[config.mk]
export PLATFORM = sky130hd
export DESIGN_NAME = dram_seq_ctrl
export DESIGN_NICKNAME = d
export VERILOG_FILES = /design/src/rtl/dram_seq_pkg.sv /design/src/rtl/dram_seq_timer.sv /design/src/rtl/dram_seq_fsm.sv /design/src/rtl/dram_seq_path.sv /design/src/rtl/dram_seq_ctrl.sv
export SDC_FILE = /design/constraint.sdc
export NUM_CORES = 1
export LEC_CHECK = 0
export BUFFER_PORTS_ARGS = -buffer_cell sky130_fd_sc_hd__buf_2
export CAP_MARGIN = 5
export CORE_MARGIN = 8
export CORE_UTILIZATION = 46
export DETAILED_ROUTE_END_ITERATION = 7
export PLACE_DENSITY = 0.87
export SETUP_SLACK_MARGIN = 0.1
export SYNTH_ARGS = -nofsm -noshare
export SYNTH_HDL_FRONTEND = slang
export SYNTH_SLANG_ARGS = --single-unit
[constraint.sdc]
create_clock -name clk -period 2.45 [get_ports clk]
set_input_delay 0.245 -clock clk [delete_from_list [all_inputs] [get_ports clk]]
set_output_delay 0.245 -clock clk [all_outputs]
set_load 0.02 [all_outputs]
[src/rtl/dram_seq_pkg.sv]
`timescale 1ns/1ps
package dram_seq_pkg;

  typedef enum logic [2:0] {
    ST_IDLE  = 3'd0,
    ST_ASET  = 3'd1,
    ST_ROW   = 3'd2,
    ST_CSET  = 3'd3,
    ST_COL   = 3'd4,
    ST_RHOLD = 3'd5,
    ST_PRE   = 3'd6
  } seq_state_e;

  function automatic int unsigned max_of(input int unsigned a, input int unsigned b);
    return (a > b) ? a : b;
  endfunction

endpackage

[src/rtl/dram_seq_timer.sv]
`timescale 1ns/1ps
module dram_seq_timer #(
  parameter int CNT_W = 4
) (
  input  logic             clk,
  input  logic             rst_n,
  input  logic             load,
  input  logic [CNT_W-1:0] load_val,
  output logic             done
);

  logic [CNT_W-1:0] cnt_q;
  logic [CNT_W-1:0] cnt_d;

  always_comb begin
    cnt_d = cnt_q;
    if (load) begin
      cnt_d = load_val;
    end else if (cnt_q != '0) begin
      cnt_d = cnt_q - 1'b1;
    end
  end

  always_ff @(posedge clk or negedge rst_n) begin
    if (!rst_n) begin
      cnt_q <= '0;
    end else begin
      cnt_q <= cnt_d;
    end
  end

  assign done = (cnt_q == '0);

endmodule

[src/rtl/dram_seq_fsm.sv]
`timescale 1ns/1ps
module dram_seq_fsm import dram_seq_pkg::*; #(
  parameter int T_RCD = 2,
  parameter int T_CAS = 2,
  parameter int T_RAS = 6,
  parameter int T_RP  = 3,
  parameter int CNT_W = 3
) (
  input  logic             clk,
  input  logic             rst_n,
  input  logic             req,
  input  logic             gnt,
  input  logic             tmr_done,
  output seq_state_e       state_q,
  output seq_state_e       state_d,
  output logic             tmr_load,
  output logic [CNT_W-1:0] tmr_val,
  output logic             ack_q
);

  localparam int RAS_BASE = T_RCD + 1 + T_CAS;
  localparam int HOLD     = (T_RAS > RAS_BASE) ? (T_RAS - RAS_BASE) : 0;

  seq_state_e       col_exit;
  logic [CNT_W-1:0] hold_len;
  logic             ack_d;

  // Parameter picks whether an extra row-hold phase exists after the column strobes
  generate
    if (HOLD > 0) begin : g_hold
      assign col_exit = ST_RHOLD;
      assign hold_len = CNT_W'(HOLD - 1);
    end else begin : g_nohold
      assign col_exit = ST_PRE;
      assign hold_len = '0;
    end
  endgenerate

  always_comb begin
    state_d = state_q;
    case (state_q)
      ST_IDLE:  if (req && gnt) state_d = ST_ASET;
      ST_ASET:  state_d = ST_ROW;
      ST_ROW:   if (tmr_done) state_d = ST_CSET;
      ST_CSET:  state_d = ST_COL;
      ST_COL:   if (tmr_done) state_d = col_exit;
      ST_RHOLD: if (tmr_done) state_d = ST_PRE;
      ST_PRE:   if (tmr_done) state_d = ST_IDLE;
      default:  state_d = ST_IDLE;
    endcase
  end

  always_comb begin
    tmr_load = (state_d != state_q);
    case (state_d)
      ST_ROW:   tmr_val = CNT_W'(T_RCD - 1);
      ST_COL:   tmr_val = CNT_W'(T_CAS - 1);
      ST_RHOLD: tmr_val = hold_len;
      ST_PRE:   tmr_val = CNT_W'(T_RP - 1);
      default:  tmr_val = '0;
    endcase
  end

  assign ack_d = (state_d == ST_PRE) && (state_q != ST_PRE);

  always_ff @(posedge clk or negedge rst_n) begin
    if (!rst_n) begin
      state_q <= ST_IDLE;
      ack_q   <= 1'b0;
    end else begin
      state_q <= state_d;
      ack_q   <= ack_d;
    end
  end

  AST_ACK_PULSE: assert property (@(posedge clk) disable iff (!rst_n) ack_q |=> !ack_q);

endmodule

[src/rtl/dram_seq_path.sv]
`timescale 1ns/1ps
module dram_seq_path import dram_seq_pkg::*; #(
  parameter int ROW_W  = 12,
  parameter int COL_W  = 10,
  parameter int A_W    = 12,
  parameter int DATA_W = 16,
  parameter int T_RP   = 3,
  parameter int CNT_W  = 3
) (
  input  logic                   clk,
  input  logic                   rst_n,
  input  seq_state_e             state_q,
  input  seq_state_e             state_d,
  input  logic                   req_we,
  input  logic [ROW_W+COL_W-1:0] req_addr,
  input  logic [DATA_W-1:0]      req_wdata,
  input  logic [1:0]             req_be,
  output logic [A_W-1:0]         pin_a,
  output logic                   pin_ras_n,
  output logic [1:0]             pin_cas_n,
  output logic                   pin_we_n,
  output logic                   pin_oe_n,
  output logic [DATA_W-1:0]      pin_dq_o,
  output logic                   pin_dq_oe,
  input  logic [DATA_W-1:0]      pin_dq_i,
  output logic [DATA_W-1:0]      rdata
);

  localparam int ADDR_W = ROW_W + COL_W;
  localparam int NLANE  = 2;
  localparam int LANE_W = DATA_W / NLANE;

  logic              accept;
  logic              cap;
  logic              col_ph;
  logic              ras_on;
  logic [ADDR_W-1:0] addr_q;
  logic              we_q;
  logic [NLANE-1:0]  be_q;
  logic [DATA_W-1:0] wdata_q;
  logic [ROW_W-1:0]  row_src;
  logic [A_W-1:0]    a_d, a_q;
  logic              ras_n_q, we_n_q, oe_n_q, dq_oe_q;
  logic [NLANE-1:0]  cas_n_d, cas_n_q;
  logic [DATA_W-1:0] rd_lane;
  logic [DATA_W-1:0] rdata_q;
  logic [CNT_W-1:0]  pre_cnt_q;

  assign accept  = (state_q == ST_IDLE) && (state_d == ST_ASET);
  assign cap     = (state_q == ST_COL) && (state_d != ST_COL);
  assign col_ph  = (state_d == ST_CSET) || (state_d == ST_COL);
  assign ras_on  = (state_d == ST_ROW) || col_ph || (state_d == ST_RHOLD);
  assign row_src = accept ? req_addr[ADDR_W-1:COL_W] : addr_q[ADDR_W-1:COL_W];

  always_comb begin
    a_d = a_q;
    if ((state_d == ST_ASET) || (state_d == ST_ROW)) begin
      a_d = A_W'(row_src);
    end else if (col_ph) begin
      a_d = A_W'(addr_q[COL_W-1:0]);
    end
  end

  generate
    for (genvar gi = 0; gi < NLANE; gi++) begin : g_lane
      assign cas_n_d[gi] = !((state_d == ST_COL) && be_q[gi]);
      assign rd_lane[gi*LANE_W +: LANE_W] = be_q[gi] ? pin_dq_i[gi*LANE_W +: LANE_W] : '0;

      AST_EARLY_WRITE: assert property (@(posedge clk) disable iff (!rst_n)
        ($fell(cas_n_q[gi]) && !we_n_q) |-> (!$past(we_n_q) && $past(dq_oe_q)));
    end
  endgenerate

  always_ff @(posedge clk or negedge rst_n) begin
    if (!rst_n) begin
      addr_q  <= '0;
      we_q    <= 1'b0;
      be_q    <= '0;
      wdata_q <= '0;
    end else if (accept) begin
      addr_q  <= req_addr;
      we_q    <= req_we;
      be_q    <= req_be;
      wdata_q <= req_wdata;
    end
  end

  always_ff @(posedge clk or negedge rst_n) begin
    if (!rst_n) begin
      a_q     <= '0;
      ras_n_q <= 1'b1;
      cas_n_q <= '1;
      we_n_q  <= 1'b1;
      oe_n_q  <= 1'b1;
      dq_oe_q <= 1'b0;
    end else begin
      a_q     <= a_d;
      ras_n_q <= !ras_on;
      cas_n_q <= cas_n_d;
      we_n_q  <= !(we_q && col_ph);
      oe_n_q  <= !(!we_q && col_ph);
      dq_oe_q <= we_q && col_ph;
    end
  end

  always_ff @(posedge clk or negedge rst_n) begin
    if (!rst_n) begin
      rdata_q <= '0;
    end else if (cap) begin
      rdata_q <= rd_lane;
    end
  end

  // Cycles the row strobe has been high; reset counts as fully precharged
  always_ff @(posedge clk or negedge rst_n) begin
    if (!rst_n) begin
      pre_cnt_q <= CNT_W'(T_RP);
    end else if (!ras_n_q) begin
      pre_cnt_q <= '0;
    end else if (pre_cnt_q < CNT_W'(T_RP)) begin
      pre_cnt_q <= pre_cnt_q + 1'b1;
    end
  end

  assign pin_a     = a_q;
  assign pin_ras_n = ras_n_q;
  assign pin_cas_n = cas_n_q;
  assign pin_we_n  = we_n_q;
  assign pin_oe_n  = oe_n_q;
  assign pin_dq_o  = wdata_q;
  assign pin_dq_oe = dq_oe_q;
  assign rdata     = rdata_q;

  AST_RAS_FALL_CAS_HIGH: assert property (@(posedge clk) disable iff (!rst_n)
    $fell(ras_n_q) |-> (&cas_n_q));
  AST_CAS_UNDER_RAS: assert property (@(posedge clk) disable iff (!rst_n)
    !(&cas_n_q) |-> !ras_n_q);
  AST_OE_NO_DRIVE: assert property (@(posedge clk) disable iff (!rst_n)
    !oe_n_q |-> !dq_oe_q);
  AST_PRECHARGE: assert property (@(posedge clk) disable iff (!rst_n)
    $fell(ras_n_q) |-> (pre_cnt_q >= CNT_W'(T_RP)));

endmodule

[src/rtl/dram_seq_ctrl.sv]
`timescale 1ns/1ps
module dram_seq_ctrl import dram_seq_pkg::*; #(
  parameter int ROW_W  = 12,
  parameter int COL_W  = 10,
  parameter int DATA_W = 16,
  parameter int T_RCD  = 2,
  parameter int T_CAS  = 2,
  parameter int T_RAS  = 6,
  parameter int T_RP   = 3
) (
  input  logic                                  clk,
  input  logic                                  rst_n,
  input  logic                                  acc_gnt,
  input  logic                                  host_req,
  input  logic                                  host_we,
  input  logic [ROW_W+COL_W-1:0]                host_addr,
  input  logic [DATA_W-1:0]                     host_wdata,
  input  logic [1:0]                            host_be,
  output logic                                  host_ack,
  output logic [DATA_W-1:0]                     host_rdata,
  output logic [((ROW_W>COL_W)?ROW_W:COL_W)-1:0] dram_a,
  output logic                                  dram_ras_n,
  output logic                                  dram_casl_n,
  output logic                                  dram_cash_n,
  output logic                                  dram_we_n,
  output logic                                  dram_oe_n,
  output logic [DATA_W-1:0]                     dram_dq_o,
  output logic                                  dram_dq_oe,
  input  logic [DATA_W-1:0]                     dram_dq_i
);

  localparam int A_W   = (ROW_W > COL_W) ? ROW_W : COL_W;
  localparam int MAX_T = int'(max_of(max_of(T_RCD, T_CAS), max_of(T_RAS, T_RP)));
  localparam int CNT_W = $clog2(MAX_T + 1);

  logic [1:0]       rst_sync_q;
  logic             core_rst_n;
  seq_state_e       state_q, state_d;
  logic             tmr_load, tmr_done;
  logic [CNT_W-1:0] tmr_val;
  logic [1:0]       cas_n;

  // Reset asserts at once and releases two clocks later
  always_ff @(posedge clk or negedge rst_n) begin
    if (!rst_n) begin
      rst_sync_q <= '0;
    end else begin
      rst_sync_q <= {rst_sync_q[0], 1'b1};
    end
  end
  assign core_rst_n = rst_sync_q[1];

  dram_seq_timer #(.CNT_W(CNT_W)) i_timer (
    .clk      (clk),
    .rst_n    (core_rst_n),
    .load     (tmr_load),
    .load_val (tmr_val),
    .done     (tmr_done)
  );

  dram_seq_fsm #(
    .T_RCD (T_RCD),
    .T_CAS (T_CAS),
    .T_RAS (T_RAS),
    .T_RP  (T_RP),
    .CNT_W (CNT_W)
  ) i_fsm (
    .clk      (clk),
    .rst_n    (core_rst_n),
    .req      (host_req),
    .gnt      (acc_gnt),
    .tmr_done (tmr_done),
    .state_q  (state_q),
    .state_d  (state_d),
    .tmr_load (tmr_load),
    .tmr_val  (tmr_val),
    .ack_q    (host_ack)
  );

  dram_seq_path #(
    .ROW_W  (ROW_W),
    .COL_W  (COL_W),
    .A_W    (A_W),
    .DATA_W (DATA_W),
    .T_RP   (T_RP),
    .CNT_W  (CNT_W)
  ) i_path (
    .clk       (clk),
    .rst_n     (core_rst_n),
    .state_q   (state_q),
    .state_d   (state_d),
    .req_we    (host_we),
    .req_addr  (host_addr),
    .req_wdata (host_wdata),
    .req_be    (host_be),
    .pin_a     (dram_a),
    .pin_ras_n (dram_ras_n),
    .pin_cas_n (cas_n),
    .pin_we_n  (dram_we_n),
    .pin_oe_n  (dram_oe_n),
    .pin_dq_o  (dram_dq_o),
    .pin_dq_oe (dram_dq_oe),
    .pin_dq_i  (dram_dq_i),
    .rdata     (host_rdata)
  );

  assign dram_casl_n = cas_n[0];
  assign dram_cash_n = cas_n[1];

endmodule

======== Word-level counts from Yosys, hierarchy flattened ========
Index checks and enable logic that the tools add are counted.
storage, ports and cells
  flip-flop bits (word level) ............. 84
  input port bits ......................... 61
  output and inout bits ................... 51
cells by class
  $add $sub $neg .......................... 1
  eq/ne operators ......................... 15
  mux-type cells .......................... 14
  reduce and logical (&&, ||, !) cells .... 24
operators with widths
  cell                                               number
  two-way mux 12 bit                                 3
  two-way mux 3 bit                                  7
  case mux 3 bit (7 select lines)                    1
  == test 3 bit (second input constant)              6
  two-way mux 8 bit                                  2
  == test 3 x 2 -> 1 bit (second input constant)     4
  logical AND 1 bit                                  8
  == test 3 x 1 -> 1 bit (second input constant)     2
  logical NOT 1 bit                                  6
  logical NOT 3 bit                                  2
  != test 3 bit (second input constant)              2
  logical OR 1 bit                                   4
  case mux 2 bit (2 select lines)                    1
  nonzero test 2 bit                                 2
  != test 3 bit                                      1
  nonzero test 3 bit                                 1
  subtractor 3 x 1 -> 3 bit (second input constant)  1
  OR reduction 2 bit                                 1

======== Longest topological paths before layout ========
Gate-level depths: netlist of the first run.
  depth after elaboration ................. 8
  depth in mapped cells ................... 8
  depth with buffers taken out ............ 6

======== By module ========
Synthesis of the first run repeated with hierarchy kept, for this count alone.
second synthesis, totals
  cell total of the unflattened synthesis .. 345
  area total of the unflattened synthesis .. 3926.3 µm²
modules (own cells, without submodules)
  module          instances  cells an instance  area an instance (µm²)
  dram_seq_path   1          287                3390.8
  dram_seq_fsm    1          34                 280.3
  dram_seq_timer  1          21                 201.4
  dram_seq_ctrl   1          3                  53.8

======== Worst setup path before layout of the first run ========
No wires, ideal clock.
  path kind ............................... reg-to-reg
  start point ............................. register i_timer.cnt_q[0]
  end point ............................... register i_path.a_q[1] (netlist: i_path.pin_a[1])
  library setup time ...................... 0.104 ns
  data arrival time ....................... 1.637 ns
  required time ........................... 2.346 ns
  setup slack ............................. 0.709 ns
  stages on the path, launching flop included .. 9
  buffers on the path ..................... 2
  cell sequence ........................... dfrtp_1 inv_1 ha_1 nor2b_1 clkbuf_2 o21ai_1 clkbuf_1 a21oi_1 a221oi_1
between the ends
  longest elaborated chain between the ends .. 7
  elaborated cells on any way between the ends .. 16
RTL lines
  element                               RTL line                                  text
  from (decl)                           dram_seq_timer.sv:12                      logic [CNT_W-1:0] cnt_q;
  from (signal assigned)                dram_seq_timer.sv:28                      cnt_q <= cnt_d;
  logical NOT 3 bit *                   dram_seq_timer.sv:32                      assign done = (cnt_q == '0);
  two-way mux 3 bit (on tied branches)  n/a
  case mux 3 bit (7 select lines) *     dram_seq_fsm.sv:41                        case (state_q)
  == test 3 x 1 -> 1 bit                dram_seq_path.sv:49, dram_seq_path.sv:57
  logical AND 1 bit                     dram_seq_path.sv:49                       assign accept = (state_q == ST_IDLE) && (state_d == ST_ASET);
  two-way mux 12 bit                    dram_seq_path.sv:53                       assign row_src = accept ? req_addr[ADDR_W-1:COL_W] : addr_q[ADDR_W-1:COL_W];
  two-way mux 12 bit                    dram_seq_path.sv:57                       if ((state_d == ST_ASET) || (state_d == ST_ROW)) begin
  to (signal assigned)                  dram_seq_path.sv:90                       a_q <= '0;
  to (signal assigned)                  dram_seq_path.sv:97                       a_q <= a_d;
  to (decl)                             dram_seq_path.sv:42                       logic [A_W-1:0] a_d, a_q;
Every way passes the cells marked *; elsewhere a longest branch is shown, timed or not.
A chain may end at the register's enable or synchronous reset.

======== Final worst setup path of the first run ========
  start point ............................. register i_timer.cnt_q[0]
  end point ............................... register i_path.a_q[10] (netlist: i_path.pin_a[10])
Same word-level chain as after synthesis.

==> results of run 1 <==
[synthesized netlist by cell type]
cell / number
a21o_1: 1
a21oi_1: 13
a221oi_1: 2
a221oi_2: 8
a31oi_1: 1
and2_1: 2
and3_1: 2
buf_1: 2
buf_2: 3
buf_4: 3
buf_6: 2
buf_8: 1
clkbuf_1: 7
clkbuf_2: 1
conb_1: 1
dfrtp_1: 79
dfstp_2: 5
ha_1: 2
inv_1: 12
mux2_2: 33
mux2i_1: 11
nand2_1: 46
nand2b_1: 3
nand3_1: 1
nand3_2: 1
nor2_1: 16
nor2b_1: 4
nor3_1: 2
nor4_4: 1
o21a_1: 1
o21ai_0: 20
o21ai_1: 1
o31a_1: 1
o31ai_1: 2
or2_2: 1
xnor2_1: 1
[cell type report]
type	instances	area [µm²]	share of cell area [%]
Tap cell	99	124	2.81
Inverter	12	45.0	1.02
Multi-Input combinational cell	177	1230	27.8
Sequential cell	84	2110	47.8
Clock inverter	4	95.1	2.15
Timing Repair Buffer	121	658	14.9
Clock buffer	12	155	3.51
[layer usage]
layer | up-vias | global-route usage [%] | part of all wire (%)
met5 | - | 0 | 0
met4 | 0 | 7.45 | 1.4
met3 | 11 | 4.19 | 9.5
met2 | 95 | 26.1 | 48
met1 | 1236 | 17.6 | 41
li1 | 1219 | - | -
[critical path: stages, from the launching register on]
cell and delay, ns:
dfrtp_1 0.39, inv_1 0.08, ha_1 0.23, nor2b_1 0.16, o21ai_0 0.19, and2_1 0.43
mux2_2 0.39
[kinds of logic (layout without fill, tap and decap cells)]
logic type / after synthesis / count (layout)
other: 1 / 1
multiplexers: 44 / 44
AO/OA/AOI/OAI: 50 / 50
adder cells (fa/ha/maj): 2 / 2
flip-flops: 84 / 84
XOR/XNOR: 1 / 1
buffers and inverters: 31 / 149
AND/OR/NAND/NOR: 79 / 79
[worst min-delay path by stage]
stage / startpoint / endpoint / slack [ns] / depth (start not counted)
6_report: host_wdata[13] / i_path.pin_dq_o[13] / 0.13 / 2
5_1_grt: host_wdata[15] / i_path.pin_dq_o[15] / 0.11 / 2
4_1_cts: host_wdata[8] / i_path.pin_dq_o[8] / 0.11 / 2
3_5_place_dp: rst_n / rst_sync_q[0] / 0.03 / 1
3_3_place_gp: rst_n / rst_sync_q[0] / 0.03 / 1
2_1_floorplan: rst_n / rst_sync_q[0] / -0.05 / 0
[state kept, by name (all words and copies together), names as in the netlist, 2 cells and up]
name,count
i_path.addr_q,22
i_path.rdata,16
i_timer.cnt_q,3
i_path.pin_cas_n,2
i_path.be_q,2
i_path.pin_dq_o,16
i_path.pin_a,12
rst_sync_q,2
i_fsm.state_q,3
[power breakdown]
| group | total, mW | internal [mW] | switching, mW | leakage (nW) |
|---|---|---|---|---|
| combinational | 2.59 | 1.09 | 1.50 | 0.997 |
| sequential | 2.45 | 2.05 | 0.404 | 1.02 |
| clock | 1.19 | 0.732 | 0.458 | 0.127 |
| total | 6.23 | 3.87 | 2.36 | 2.14 |
[metrics by stage]
step | cell area, µm² | power (mW)
CTS | 4420 | 6.31
global route | 4420 | 6.66
finish | 4420 | 6.23
detailed placement | 4160 | 5.09
global placement | 4160 | 4.96
floorplan | 3490 | 4.28
[what timing repair did]
action,4_1_cts,5_1_grt
hold endpoints to repair,2,0
hold buffers,1,0
resized for setup,0,0
endpoints found under the setup margin,0,0
==> metrics.txt, run 1 <==
Setup crit end kind register; Root Driver clkbuf_8; max-slew violations 0; I/O pin total 112; DR vias 2561; Max clock buf depth 2; Horiz. Die Dim 103 µm; grt total ovfl 0; routed vias/inst 5.03; Pwr Density 1410 nW/µm²; first-pass GRT wire length 12600 µm; initial core utilization 47.9%; num rows 31; worst hold path class input port to register; area grow syn2layout 26.4%; commonest cells after routing, fill and taps aside buf_2 (111), dfrtp_1 (78), nand2_1 (46); Mapped Cells 292; cell taking the most area after synthesis dfrtp_1; GRT Total Usage 15.4%; CTS tree built; Post-Route Setup TNS 0 ns; Register-to-Register Path Depth 6; setup bufs post-CTS 0; register bit total from synthesis 84; die area 10600 µm²; synthesized net count 355; Clock Skews 0.00884 ns; Placed Cells 492; fin crit period 1.98 ns; CP Max Fanout 7; Setup violations, final 0; Synth area leaders dfrtp_1 (57%), mux2_2 (11%), nand2_1 (4.9%); DRT iter0 DRCs 97; dpl ws 0.480 ns; final std cells w/o fill 509; CP endpoint i_path.pin_a[10]; maximum clock frequency 0.505 GHz; worst vdd ir 0.714 mV; gpl congestion 0.800; Setup CP Type register to register; Num Clock Sinks 84; Remaining DRCs 0; nets 468; Reg2Reg Setup Slack 0.47 ns; Synth top area share 56.6%; unrepaired setup endpoints after global routing false; most common cell after layout, fill and taps aside buf_2; status completed; initial antenna violation count 0; Die Y 103 µm; Final ANT Viol Nets 0; Setup WS post-layout 0.471 ns; Antenna Diode Count 0; LEAKAGE 2.14 nW; Routed WL per cell 15.6 µm; Reg clk slew, reported paths 0.08 ns; startpoint class of the critical path register; H-tree Lvls 3; crit path from i_timer.cnt_q[0]; vias in the first global route 2670; final core occ 60.6%; fillers 621; Worst Tran Pin Value 0.725 ns; largest net degree at the start of global routing 45; FF-to-FF Start i_timer.cnt_q[0]; Final Hold Fails 0; DP HPWL 5890 µm; post-synthesis mux area share 13.8%; compound-cell area share of the yosys netlist 10.1%; worst skew pair latency 0.34 ns; First-pass DRT Iterations 4; Critical Path RT 2.68 ns; Adder-Cell Fraction of Synth Area 0.716%; core region area 7290 µm²; TritonCTS Buffers 9; Routed WL 7940 µm; XOR/XNOR share of the synthesized area 0.251%; Buffers on Ports 111; simple-gate share of the synthesized area 10.1%; R2R Path End i_path.pin_a[10]; Syn Std Cell Area 3490 µm²; largest family of logic cells by synthesized area multiplexers; Final Hold Slack 0.130 ns; slew margin rel. 51.7%; register area share after synthesis 60.4%; Yosys cell types 36; syn_area_per_cell 12.0 µm²; Max Cap Viol 0; Final period util 80.8%; layout cells sized above 1 45.1%; Yosys warning count 0; crit path DAT 2.21 ns
Note: power is estimated with default switching activity, not from simulation.
==> inputs of run 2 (changes only) <==
clock period = 1.6 ns   (was 2.45 ns; I/O delays follow)
==> metrics.txt, run 2 (same netlist as run 1, synthesis figures left out) <==
critical path depth in cells 8 (+2); Max clock buf depth 2 (unchanged); hold path depth 2 (unchanged); Pwr Density 2130 nW/µm² (+51%); Routed WL 10200 µm (+28%); initial core utilization 47.9% (unchanged); Worst Path Buf+Inv 3 (+2); GRT Total Usage 16.6% (+1.2 points); max reg flops 22 (unchanged); I/O pin total 112 (unchanged); Buffers on Ports 111 (unchanged); Reg2Reg Setup Slack -0.05 ns (-0.52 ns); maximum clock frequency 0.606 GHz (+20%); First-pass DRT Iterations 4 (unchanged); R2R Path End i_path.pin_a[0]; Die Y 103 µm (unchanged); Routed WL per cell 18.7 µm (+20%); Pwr Total 11.1 mW (+79%); failing checks setup timing; crit path DAT 1.92 ns (-0.29 ns); Hold EP i_path.be_q[1]; worst skew pair latency 0.36 ns (+0.02 ns); routed vias/inst 5.27 (+4.8%); grt total ovfl 0 (unchanged); Setup CP Type register to register; crit path max-delay cell type dfrtp_1; nets 502 (+7.3%); DRT iter0 DRCs 115 (+19%); CTS tree built; fin crit period 1.65 ns (-0.328 ns); largest net degree at the start of global routing 41 (-8.9%); gpl congestion 0.803 (+0.32%); Root Driver clkbuf_8; Critical Path RT 1.87 ns (-0.81 ns); commonest cells after routing, fill and taps aside buf_2 (111), dfrtp_1 (77), nand2_1 (30); Remaining DRCs 0 (unchanged); Post-Route Setup TNS -0.312 ns (-0.312 ns); Setup crit end kind register; CP Max Fanout 6 (-1); area grow syn2layout 49.7%; worst vdd ir 1.12 mV (+57%); TritonCTS Buffers 9 (unchanged); worst hold path class input port to register; Crit path max-delay family compound AO/OA/AOI/OAI gates; initial antenna violation count 0 (unchanged); num rows 31 (unchanged); H-tree Lvls 3 (unchanged); core region area 7290 µm² (unchanged); status complete, but fails checks; vias in the first global route 2892 (+8.3%); max-slew violations 0 (unchanged); layout cells sized above 1 62.8% (+18 points); Crit path largest cell delay 0.39 ns (-0.04 ns); Setup WS post-layout -0.0508 ns (-0.522 ns); DP HPWL 6100 µm (+3.7%); unrepaired setup endpoints after global routing true; die area 10600 µm² (unchanged); CP cell instances inv_2 -> ha_4 -> nor2b_4 -> buf_6 -> o21ai_4 -> buf_6 -> a21oi_1 -> a221oi_2; Num Clock Sinks 84 (unchanged); hold path start host_be[1]; Max Cap Viol 0 (unchanged); Final ANT Viol Nets 0 (unchanged); LEAKAGE 2.48 nW (+16%); Antenna Diode Count 0 (unchanged); Reg clk slew, reported paths 0.09 ns (about the same); DR vias 2862 (+12%); Register-to-Register Path Depth 8 (+2); startpoint class of the critical path register; crit path from i_timer.cnt_q[0]; first-pass GRT wire length 13500 µm (+7.0%); most common cell after layout, fill and taps aside buf_2; Final Hold Fails 0 (unchanged); Top cell by count, worst path buf_6; Horiz. Die Dim 103 µm (unchanged); Clock Skews 0.0122 ns (+0.00335 ns); Setup violations, final 18 (+18); Largest Register i_path.addr_q; Final period util 103% (+22 points); FF-to-FF Start i_timer.cnt_q[0]
run 2: changes by cell type in the layout (fill, tap and decap cells not counted), sizes merged:
cell / previous run / this run
clkinv: 1 / 5
bufinv: 3 / 0
clkbuf: 12 / 14
inv: 12 / 13
and2: 2 / 3
clkinvlp: 0 / 1
buf: 120 / 148
run 2: area by class of cell:
cell class | count | area (µm²)
flip-flops and latches | 84 | 2110
clock buffers | 9 | 124
repair buffers | 154 | 1100
inverters | 12 | 45.0
clock inverters | 7 | 52.6
fillers | 481 | 2060
multi-input cells | 178 | 1670
well taps | 99 | 124
run 2: worst reg2reg max path, stage by stage (launching register included):
cell	delay, ns
dfrtp_1	0.39
inv_2	0.07
ha_4	0.16
nor2b_4	0.14
buf_6	0.12
o21ai_4	0.24
buf_6	0.19
a21oi_1	0.09
a221oi_2	0.18
run 2: timing repair:
action,in CTS,in global routing
buffers inserted,4,7
pin swaps,6,25
gates resized for setup,35,90
setup endpoints to repair,70,71
cloned,3,6
hold endpoints to repair,2,0
hold buffers,1,0
run 2: power by group:
part           total (mW)  switching, mW  internal (mW)  leakage [nW]
clock network        1.35          0.780          0.571        0.0896
logic                5.91           3.01           2.89          1.37
registers            3.88          0.740           3.14          1.02
total                11.1           4.53           6.60          2.48
run 2: worst max path at each step:
stage                             endpoint  slack (ns)
after floorplan           i_path.pin_a[10]       0.002
after global placement     i_path.pin_a[2]       -0.01
after detailed placement   i_path.pin_a[5]       -0.07
after CTS                 i_path.pin_a[10]       -0.02
after global routing       i_path.pin_a[0]       -0.11
final                      i_path.pin_a[0]       -0.05
run 2: per-layer routing:
| metal | vias up | GRT usage [%] | wire (µm) |
|---|---|---|---|
| met4 | 0 | 7.68 | 186 |
| li1 | 1292 | - | - |
| met2 | 141 | 28.7 | 4940 |
| met1 | 1411 | 18.8 | 4000 |
| met3 | 18 | 4.25 | 1030 |
| met5 | - | 0 | 0 |
run 2: through the flow:
| stage | cells | hold slack (ns) | util [%] | cell area [µm²] | setup slack, ns |
|---|---|---|---|---|---|
| 3_3_place_gp | 506 | -0.0554 | 59.2 | 4320 | -0.0102 |
| 2_1_floorplan | 292 | -0.136 | - | 3560 | 0.00191 |
| 4_1_cts | 530 | 0.0145 | 64.6 | 4710 | -0.0247 |
| 5_1_grt | 543 | 0.0185 | 71.7 | 5230 | -0.106 |
| 6_report | 543 | 0.0288 | 71.7 | 5230 | -0.0508 |
| 3_5_place_dp | 506 | -0.0518 | 59.2 | 4320 | -0.0748 |
